[config.mk]
export PLATFORM = sky130hd
export DESIGN_NAME = flash_status_gen
export DESIGN_NICKNAME = d
export VERILOG_FILES = /design/src/rtl/flash_status_gen.sv
export SDC_FILE = /design/constraint.sdc
export NUM_CORES = 1
export LEC_CHECK = 0
export BUFFER_PORTS_ARGS = -buffer_cell sky130_fd_sc_hd__buf_2
export CAP_MARGIN = 15
export CORE_AREA = 2 2 39 41
export DETAILED_ROUTE_END_ITERATION = 8
export DIE_AREA = 0 0 41 43
export HOLD_SLACK_MARGIN = 0.08
export PLACE_DENSITY_LB_ADDON = 0.1
export SYNTH_ARGS = -nofsm -noshare
export SYNTH_HDL_FRONTEND = slang
export SYNTH_SLANG_ARGS = --single-unit
[constraint.sdc]
create_clock -name clk -period 1.27 [get_ports clk]
set_clock_uncertainty 0.1 [all_clocks]
set_input_delay 0.127 -clock clk [delete_from_list [all_inputs] [get_ports clk]]
set_output_delay 0.127 -clock clk [all_outputs]
set_load 0.01 [all_outputs]
[src/rtl/flash_status_gen.sv]
module flash_status_gen #(
  parameter int MODE_W = 3
) (
  input  logic              clk,
  input  logic              rst_n,
  input  logic [MODE_W-1:0] mode_i,
  input  logic              rd_strobe_i,
  input  logic              in_erase_blk_i,
  input  logic              chip_erase_i,
  input  logic              prog_bit_i,
  input  logic              fail_i,
  input  logic              clear_i,
  input  logic              win_expired_i,
  input  logic [7:0]        array_i,
  output logic [7:0]        status_o
);
  localparam logic [MODE_W-1:0] M_PROG  = MODE_W'(1);
  localparam logic [MODE_W-1:0] M_ERASE = MODE_W'(2);
  localparam logic [MODE_W-1:0] M_SUSP  = MODE_W'(3);
  localparam logic [MODE_W-1:0] M_SPROG = MODE_W'(4);

  logic rd_q, tog6_q, tog2_q, err_q, last_prog_q, last_bit_q;

  wire is_prog   = (mode_i == M_PROG) || (mode_i == M_SPROG);
  wire is_erase  = (mode_i == M_ERASE);
  wire is_susp   = (mode_i == M_SUSP);
  wire erase_hit = in_erase_blk_i | chip_erase_i;
  wire rd_rise   = rd_strobe_i & ~rd_q;

  always_ff @(posedge clk or negedge rst_n) begin
    if (!rst_n) begin
      rd_q        <= 1'b0;
      tog6_q      <= 1'b0;
      tog2_q      <= 1'b0;
      err_q       <= 1'b0;
      last_prog_q <= 1'b0;
      last_bit_q  <= 1'b0;
    end else begin
      rd_q <= rd_strobe_i;
      if (rd_rise && (is_prog || is_erase))
        tog6_q <= ~tog6_q;
      if (rd_rise && (is_erase || is_susp) && erase_hit)
        tog2_q <= ~tog2_q;
      if (fail_i)
        err_q <= 1'b1;
      else if (clear_i)
        err_q <= 1'b0;
      if (is_prog) begin
        last_prog_q <= 1'b1;
        last_bit_q  <= prog_bit_i;
      end else if (is_erase) begin
        last_prog_q <= 1'b0;
      end
    end
  end

  always_comb begin
    status_o    = 8'h00;
    status_o[6] = tog6_q;
    status_o[5] = err_q;
    status_o[2] = 1'b1;
    if (is_prog) begin
      status_o[7] = ~prog_bit_i;
      status_o[3] = (mode_i == M_SPROG);
    end else if (is_erase) begin
      status_o[7] = 1'b0;
      status_o[3] = win_expired_i;
      if (erase_hit)
        status_o[2] = tog2_q;
    end else if (is_susp) begin
      if (erase_hit) begin
        status_o[7] = 1'b1;
        status_o[3] = 1'b1;
        status_o[2] = tog2_q;
      end else begin
        status_o = array_i;
      end
    end else begin
      status_o[7] = last_prog_q ? last_bit_q : 1'b1;
    end
  end
endmodule


==> metrics.txt, run 1 <==
# TYPE chip_impl_metric gauge
chip_impl_info{name="run_status",value="complete, but fails checks"} 1
chip_impl_info{name="violations",value="setup timing"} 1
chip_impl_info{name="synth_top_cell_by_area",value="sky130_fd_sc_hd__dfrtp_1"} 1
chip_impl_metric{name="coreArea",unit="mm²"} 0.00138
chip_impl_metric{name="maximum_level_of_the_cts_h_tree",unit=""} 1
chip_impl_info{name="destination_of_the_worst_register_to_register_timing_path",value="last_prog_q"} 1
chip_impl_metric{name="synth-edff-count",unit=""} 0
chip_impl_metric{name="async_set_or_reset_register_ratio_after_synthesis",unit=""} 1.00
chip_impl_metric{name="largest_net_degree_at_the_start_of_global_routing",unit=""} 8
chip_impl_metric{name="post-route-util",unit=""} 0.546
chip_impl_metric{name="power-per-cell-area",unit="mW/mm²"} 945
chip_impl_metric{name="achievable-frequency",unit="GHz"} 0.720
chip_impl_info{name="regToRegStartpoint",value="last_prog_q"} 1
chip_impl_info{name="critical_path.startpoint_type",value="input port"} 1
chip_impl_metric{name="synth-seq-cells",unit=""} 6
chip_impl_metric{name="drtAntennaViolNets",unit=""} 0
chip_impl_metric{name="ctsLongestPathBuffers",unit=""} 2
chip_impl_info{name="top_post_synthesis_cells_by_area",value="sky130_fd_sc_hd__dfrtp_1, sky130_fd_sc_hd__mux2_2, sky130_fd_sc_hd__xnor2_1"} 1
chip_impl_metric{name="layout_min_cycle_time",unit="ps"} 1390
chip_impl_metric{name="r2r_worst_path_depth",unit=""} 2
chip_impl_metric{name="antenna-diode-count",unit=""} 0
chip_impl_metric{name="floorplan.die_area",unit="mm²"} 0.00176
chip_impl_metric{name="boundaryPins",unit=""} 28
chip_impl_metric{name="synth_warnings",unit=""} 0
chip_impl_metric{name="grt_pass1_wl",unit="mm"} 1.52
chip_impl_metric{name="tightest_pin_transition",unit="ps"} 261
chip_impl_metric{name="cts_buffer_count",unit=""} 3
chip_impl_metric{name="start_util",unit=""} 0.296
chip_impl_metric{name="layout-area-overhead-vs-synth",unit="%"} 84.7
chip_impl_metric{name="layout.cell_area.non_filler",unit="µm²"} 756
chip_impl_metric{name="nFillCells",unit=""} 132
chip_impl_metric{name="num_rows",unit=""} 14
chip_impl_info{name="tritoncts",value="done"} 1
chip_impl_metric{name="totalWireLength",unit="mm"} 1.02
chip_impl_metric{name="die_h",unit="µm"} 43
chip_impl_metric{name="synth_top_cell_area_share",unit=""} 0.367
chip_impl_metric{name="ir_drop",unit="mV"} 0.533
chip_impl_metric{name="drt_first_iter_violations",unit=""} 1
chip_impl_metric{name="avgSynthCellArea",unit="µm²"} 9.30
chip_impl_metric{name="post_drt_wl_per_cell",unit="µm"} 9.87
chip_impl_metric{name="grt_use_total",unit=""} 0.129
chip_impl_metric{name="tritoncts_num_sinks",unit=""} 6
chip_impl_metric{name="timing.max_cap.violations",unit=""} 0
chip_impl_info{name="ys_dominant_reg_cell",value="sky130_fd_sc_hd__dfrtp_1"} 1
chip_impl_info{name="worstHoldPathType",value="in2async"} 1
chip_impl_metric{name="placement.io_buffers",unit=""} 27
chip_impl_metric{name="timing.critical_path.required",unit="ps"} 1040
chip_impl_info{name="criticalPathCategory",value="in2out"} 1
chip_impl_metric{name="floorplan.die.width",unit="µm"} 41
chip_impl_metric{name="gpl.final_weighted_congestion",unit=""} 0.651
chip_impl_metric{name="synth.yosys.seq_area_share",unit=""} 0.367
chip_impl_metric{name="remaining_drc_errors",unit=""} 0
chip_impl_metric{name="grt_overflow_total",unit=""} 0
chip_impl_metric{name="mappedNetlistArea",unit="µm²"} 409
chip_impl_metric{name="finalHoldViolations",unit=""} 0
chip_impl_metric{name="antenna_found_initial",unit=""} 0
chip_impl_metric{name="arrival",unit="ps"} 1160
chip_impl_info{name="crit_path_end_kind",value="primary output"} 1
chip_impl_metric{name="detail_route.vias_per_cell",unit=""} 4.48
chip_impl_metric{name="place_area",unit="µm²"} 633
chip_impl_metric{name="synth.lib_cells_used.distinct",unit=""} 23
chip_impl_metric{name="syn-instance-count",unit=""} 44
chip_impl_metric{name="fin_nets",unit=""} 109
chip_impl_metric{name="number_of_global_route_vias_before_repair",unit=""} 379
chip_impl_metric{name="crit_path_max_fanout",unit=""} 5
chip_impl_metric{name="leak_pwr",unit="µW"} 0.000360
chip_impl_metric{name="drt_pass1_iterations",unit=""} 2
chip_impl_metric{name="max-slew-margin-rel",unit=""} 0.824
chip_impl_metric{name="clk_pin_slew",unit="ps"} 40
chip_impl_metric{name="postSynthNetCount",unit=""} 64
chip_impl_metric{name="setup_violations",unit=""} 3
chip_impl_metric{name="route.vias.total",unit=""} 461
chip_impl_metric{name="drive_above_1_share",unit=""} 0.540
chip_impl_metric{name="report.final.slew_viol_count",unit=""} 0
chip_impl_metric{name="dp.final_hpwl",unit="µm"} 816
chip_impl_metric{name="min_period_over_period",unit=""} 1.09
chip_impl_metric{name="finalWorstSetupSlack",unit="ps"} -120
chip_impl_metric{name="clk_latency",unit="ps"} 230
chip_impl_info{name="rsz0062_at_grt",value="true"} 1
chip_impl_info{name="clock-root-buffer",value="sky130_fd_sc_hd__clkbuf_4"} 1
chip_impl_metric{name="reg2reg_slack",unit="ps"} 260
chip_impl_metric{name="placement.setup.worst_slack",unit="ps"} -160
[how the worst max path moves through the flow]
stage | from | endpoint | slack, ps | cells after the start
after global placement | mode_i[2] | status_o[6] | -130 | 5
after floorplan | mode_i[0] | status_o[5] | 7 | 4
after global routing | mode_i[2] | status_o[5] | -180 | 5
final | mode_i[2] | status_o[7] | -120 | 6
after CTS | mode_i[2] | status_o[5] | -130 | 5
after detailed placement | mode_i[2] | status_o[5] | -160 | 5
[through the flow]
stage               hold WS, ps  std cells  total power (µW)  TNS [ps]
finish                      133        103               714      -294
global route                139        103               771      -603
CTS                         126        102               730      -336
detailed placement         -144         94               498      -450
global placement           -145         94               497      -396
floorplan                  -269         44               397         0
[synth_stat cells (2+ instances only)]
cell,number
sky130_fd_sc_hd__dfrtp_1,6
sky130_fd_sc_hd__nor2_1,4
sky130_fd_sc_hd__o21ai_0,4
sky130_fd_sc_hd__and2_1,3
sky130_fd_sc_hd__mux2_2,3
sky130_fd_sc_hd__xnor2_1,3
sky130_fd_sc_hd__nand3b_1,2
sky130_fd_sc_hd__nor2b_1,2
sky130_fd_sc_hd__nor4b_1,2
sky130_fd_sc_hd__or3_1,2
[flip-flops by register name, summed over array words and instances (netlist names)]
| name | cells |
|---|---|
| last_prog_q | 1 |
| rd_q | 1 |
| last_bit_q | 1 |
| err_q | 1 |
| tog6_q | 1 |
| tog2_q | 1 |
[timing repair]
item / 4_1_cts / 5_1_grt
endpoints found under the setup margin: 3 / 4
gates resized for setup: 7 / 2
endpoints found under the hold margin: 9 / 0
hold buffers: 5 / 0
setup buffers: 0 / 1
pin swaps: 3 / 1
[critical path: stages]
cell and delay, ps:
sky130_fd_sc_hd__buf_8 100, sky130_fd_sc_hd__nand3b_1 210, sky130_fd_sc_hd__buf_4 190, sky130_fd_sc_hd__and3_4 180, sky130_fd_sc_hd__o31ai_4 200, sky130_fd_sc_hd__buf_2 160
[logic make-up (layout without fill, tap and decap cells)]
kind of cell              Yosys count  after routing  share of synthesized area
muxes                               3              3                     0.0826
and+or+nand+nor                    22             22                      0.343
DFF                                 6              6                      0.367
buffers and inverters               2             45                     0.0214
AOI/OAI and AO/OA                   8              8                      0.122
xor gates and xnor gates            3              3                     0.0642
[area by class of cell]
class	count	area (µm²)	share of cell area
Clock buffer	3	22.5	0.0298
Sequential cell	6	150	0.199
Multi-Input combinational cell	36	290	0.384
Inverter	1	3.75	0.00497
Timing Repair Buffer	41	269	0.356
Tap cell	16	20.0	0.0265
[where the power goes]
part	switching (µW)	leakage (µW)	total, µW	internal (µW)
combinational	104	0.000278	280	175
clock	59.8	0.0000138	166	106
sequential	28.8	0.0000687	268	239
total	193	0.000360	714	521
[routing by layer]
metal  GRT usage  share of wire
met5           0              0
met4       0.100              0
met3      0.0157          0.052
met2       0.181           0.47
met1       0.169           0.48
[placed cells by master, fill, tap and decap left out, types with 2 or more instances in the layout]
master / Yosys / layout
sky130_fd_sc_hd__and2_1: 3 / 3
sky130_fd_sc_hd__buf_2: 1 / 25
sky130_fd_sc_hd__buf_4: 0 / 9
sky130_fd_sc_hd__clkbuf_4: 0 / 3
sky130_fd_sc_hd__dfrtp_1: 6 / 6
sky130_fd_sc_hd__dlygate4sd3_1: 0 / 5
sky130_fd_sc_hd__mux2_2: 3 / 2
sky130_fd_sc_hd__nand3b_1: 2 / 2
sky130_fd_sc_hd__nor2_1: 4 / 4
sky130_fd_sc_hd__nor2b_1: 2 / 2
sky130_fd_sc_hd__nor4b_1: 2 / 2
sky130_fd_sc_hd__o21ai_0: 4 / 3
sky130_fd_sc_hd__xnor2_1: 3 / 3
Note: power is estimated with default switching activity, not from simulation.
==> run 2, diff against run 1 <==
--- a/config.mk
+++ b/config.mk
@@ -5,12 +5,12 @@
 export SDC_FILE = /design/constraint.sdc
 export NUM_CORES = 1
 export LEC_CHECK = 0
+export ABC_AREA = 1
 export BUFFER_PORTS_ARGS = -buffer_cell sky130_fd_sc_hd__buf_2
 export CAP_MARGIN = 15
 export CORE_AREA = 2 2 39 41
 export DETAILED_ROUTE_END_ITERATION = 8
 export DIE_AREA = 0 0 41 43
-export HOLD_SLACK_MARGIN = 0.08
 export PLACE_DENSITY_LB_ADDON = 0.1
 export SYNTH_ARGS = -nofsm -noshare
 export SYNTH_HDL_FRONTEND = slang
==> run 2 against run 1 <==
Against the previous run:
- the flow now finishes without violations
- first-iteration DRC count did not move
- sequential share of layout area increased by 3.4 points
- via count grew 2.6%
- synthesized cell count increased by 41%
- sequential power shrank 9.7%
- flip-flop and latch count unchanged
- clock power about the same
- clock-buffer cell count unchanged
- register-to-register slack gained 20 ps
- total power down 16%
- final cell count rose by 9.7%
- setup slack gained 190 ps
- critical path type is now reg2out
- critical endpoint unchanged
- largest power group is now sequential cells
- highest routed layer is now met4
==> metrics.txt, run 2 <==
# TYPE chip_impl_metric gauge
chip_impl_info{name="critical-path-slowest-cell",value="sky130_fd_sc_hd__dfrtp_1"} 1
chip_impl_metric{name="finalHoldViolations",unit=""} 0
chip_impl_info{name="top_post_synthesis_cells_by_area",value="sky130_fd_sc_hd__dfrtp_1, sky130_fd_sc_hd__nand2_1, sky130_fd_sc_hd__inv_1"} 1
chip_impl_metric{name="ir_drop",unit="mV"} 0.548
chip_impl_metric{name="timing.critical_path.slowest_cell_delay",unit="ps"} 380
chip_impl_metric{name="coreArea",unit="mm²"} 0.00138
chip_impl_info{name="run_status",value="finished clean"} 1
chip_impl_metric{name="syn-instance-count",unit=""} 62
chip_impl_metric{name="achievable-frequency",unit="GHz"} 0.834
chip_impl_metric{name="dp.final_hpwl",unit="µm"} 727
chip_impl_metric{name="boundaryPins",unit=""} 28
chip_impl_metric{name="grt_overflow_total",unit=""} 0
chip_impl_metric{name="avgSynthCellArea",unit="µm²"} 6.70
chip_impl_info{name="synth_top_cell_by_area",value="sky130_fd_sc_hd__dfrtp_1"} 1
chip_impl_metric{name="grt_use_total",unit=""} 0.136
chip_impl_metric{name="drive_above_1_share",unit=""} 0.412
chip_impl_metric{name="number_of_global_route_vias_before_repair",unit=""} 434
chip_impl_metric{name="timing.max_cap.violations",unit=""} 0
chip_impl_info{name="cp_common_cell",value="sky130_fd_sc_hd__nand2_1"} 1
chip_impl_info{name="clock-root-buffer",value="sky130_fd_sc_hd__clkbuf_4"} 1
chip_impl_info{name="most_frequent_standard_cell_in_the_layout_excluding_fill_and_tap_cells",value="sky130_fd_sc_hd__buf_2"} 1
chip_impl_metric{name="fin_nets",unit=""} 119
chip_impl_metric{name="layout_min_cycle_time",unit="ps"} 1200
chip_impl_metric{name="max-slew-margin-rel",unit=""} 0.889
chip_impl_metric{name="finish.cell_count_without_fillers",unit=""} 113
chip_impl_metric{name="start_util",unit=""} 0.300
chip_impl_metric{name="floorplan.die.width",unit="µm"} 41
chip_impl_metric{name="detail_route.vias_per_cell",unit=""} 4.19
chip_impl_metric{name="place.detailed.instances",unit=""} 105
chip_impl_metric{name="gpl.final_weighted_congestion",unit=""} 0.698
chip_impl_metric{name="synth.lib_cells_used.distinct",unit=""} 14
chip_impl_info{name="crit_path_end_kind",value="primary output"} 1
chip_impl_metric{name="totalWireLength",unit="µm"} 878
chip_impl_metric{name="synth-seq-cells",unit=""} 6
chip_impl_metric{name="layout-area-overhead-vs-synth",unit="%"} 55.4
chip_impl_info{name="worstPathCellList",value="nor2_2 > nand2_1 > nand3_1 > nand2_1 > buf_2"} 1
chip_impl_metric{name="largest_net_degree_at_the_start_of_global_routing",unit=""} 8
chip_impl_info{name="worstHoldPathType",value="in2reg"} 1
chip_impl_metric{name="ctsLongestPathBuffers",unit=""} 2
chip_impl_metric{name="post-route-util",unit=""} 0.467
chip_impl_metric{name="antenna_found_initial",unit=""} 0
chip_impl_metric{name="clk_latency",unit="ps"} 230
chip_impl_metric{name="power-per-cell-area",unit="mW/mm²"} 929
chip_impl_metric{name="drt_first_iter_violations",unit=""} 1
chip_impl_metric{name="grt_pass1_wl",unit="mm"} 1.57
chip_impl_metric{name="async_set_or_reset_register_ratio_after_synthesis",unit=""} 1.00
chip_impl_info{name="rsz0062_at_grt",value="true"} 1
chip_impl_metric{name="cts_buffer_count",unit=""} 3
chip_impl_metric{name="remaining_drc_errors",unit=""} 0
chip_impl_metric{name="antenna-diode-count",unit=""} 0
chip_impl_metric{name="mappedNetlistArea",unit="µm²"} 415
chip_impl_metric{name="tritoncts_num_sinks",unit=""} 6
chip_impl_metric{name="drtAntennaViolNets",unit=""} 0
chip_impl_metric{name="timing.critical_path.required",unit="ps"} 1040
chip_impl_info{name="criticalPathCategory",value="reg2out"} 1
chip_impl_metric{name="floorplan.die_area",unit="mm²"} 0.00176
chip_impl_metric{name="drt_pass1_iterations",unit=""} 2
chip_impl_metric{name="num_rows",unit=""} 14
chip_impl_metric{name="route.vias.total",unit=""} 473
chip_impl_metric{name="synth_top_cell_area_share",unit=""} 0.361
chip_impl_metric{name="synth.yosys.seq_area_share",unit=""} 0.361
chip_impl_info{name="critical_path.startpoint_type",value="flip-flop"} 1
chip_impl_metric{name="synth-edff-count",unit=""} 0
chip_impl_info{name="ys_dominant_reg_cell",value="sky130_fd_sc_hd__dfrtp_1"} 1
chip_impl_metric{name="min_period_over_period",unit=""} 0.944
chip_impl_info{name="layout_common_cells",value="sky130_fd_sc_hd__buf_2, sky130_fd_sc_hd__nand2_1, sky130_fd_sc_hd__inv_1"} 1
chip_impl_metric{name="crit_path_max_fanout",unit=""} 2
chip_impl_metric{name="post_drt_wl_per_cell",unit="µm"} 7.77
chip_impl_metric{name="holdWs",unit="ps"} 113
chip_impl_metric{name="report.final.slew_viol_count",unit=""} 0
chip_impl_metric{name="die_h",unit="µm"} 43
chip_impl_metric{name="placement.io_buffers",unit=""} 27
chip_impl_info{name="synth.most_common_cell",value="sky130_fd_sc_hd__nand2_1"} 1
chip_impl_metric{name="maximum_level_of_the_cts_h_tree",unit=""} 1
chip_impl_metric{name="arrival",unit="ps"} 970
chip_impl_metric{name="clk_pin_slew",unit="ps"} 40
chip_impl_metric{name="setup_violations",unit=""} 0
chip_impl_metric{name="synth_warnings",unit=""} 0
chip_impl_metric{name="leak_pwr",unit="µW"} 0.000367
chip_impl_metric{name="tightest_pin_transition",unit="ps"} 165
chip_impl_info{name="yosys-top-cells-count",value="sky130_fd_sc_hd__nand2_1, sky130_fd_sc_hd__inv_1, sky130_fd_sc_hd__nor2_1, sky130_fd_sc_hd__dfrtp_1, sky130_fd_sc_hd__nand3_1"} 1
chip_impl_info{name="tritoncts",value="done"} 1
chip_impl_metric{name="postSynthNetCount",unit=""} 82
==> run 2: changes by cell type in the layout (fill, tap and decap cells not counted), moves of 3 or more <==
cell / delta
sky130_fd_sc_hd__buf_4: -8
sky130_fd_sc_hd__inv_1: +9
sky130_fd_sc_hd__nand2_2: +3
sky130_fd_sc_hd__nor2_1: +5
sky130_fd_sc_hd__nand3_1: +6
sky130_fd_sc_hd__nand2_1: +12
sky130_fd_sc_hd__xnor2_1: -3
sky130_fd_sc_hd__and2_1: -3
==> run 2: power breakdown <==
part | internal [µW] | switching, µW | leakage [µW]
Combinational | 94.1 | 101 | 0.000286
Sequential | 229 | 12.9 | 0.0000670
Clock | 106 | 56.6 | 0.0000138
==> run 2: final timing paths <==
| path | start | endpoint | slack (ps) | depth (start not counted) |
|---|---|---|---|---|
| min | prog_bit_i | last_bit_q | 110 | 4 |
| max in group asynchronous | rst_n | last_bit_q | 790 | 2 |
| max | last_bit_q | status_o[7] | 70 | 5 |
| min in group asynchronous | rst_n | tog6_q | 140 | 2 |
| max reg2reg | rd_q | tog2_q | 280 | 3 |
| min reg2reg | tog6_q | tog6_q | 370 | 2 |
==> run 2: critical path: cells and delay by family, from the launching register on <==
family                 cells  cell delay (ps)
DFF                        1              380
buffers and inverters      1              130
and+or+nand+nor            4              230
==> run 2: stage by stage <==
step                area [µm²]  total power (µW)  worst slack (ps)  setup TNS (ps)
finish                     646               600              71.6               0
global route               646               657             -30.7           -30.7
CTS                        633               601              30.5               0
detailed placement         571               421               143               0
global placement           571               421               144               0
floorplan                  415               349               320               0
==> run 2: cell type report <==
type                            instances  area (µm²)
Clock buffer                            3        22.5
Fill cell                             154         738
Inverter                               12        45.0
Multi-Input combinational cell         44         225
Sequential cell                         6         150
Tap cell                               16        20.0
Timing Repair Buffer                   32         183
==> run 2: logic make-up after synthesis <==
kind of cell | count (synthesis) | synth area share
buf+inv | 12 | 0.108
simple gates | 35 | 0.389
compound gates | 8 | 0.120
xor+xnor | 1 | 0.0211
flops | 6 | 0.361
==> run 2: what timing repair did <==
action,4_1_cts,5_1_grt
hold buffers,4,0
hold endpoints to repair,8,0
gates resized for setup,0,3
setup endpoints to repair,0,2
setup buffers,0,1
==> run 2: metal layers <==
metal  GRT usage  vias up  wire (µm)
met5           0        -          0
li1            -      261          -
met3      0.0471        2         60
met1       0.140      197        356
met2       0.222       13        453
met4      0.0800        0          8
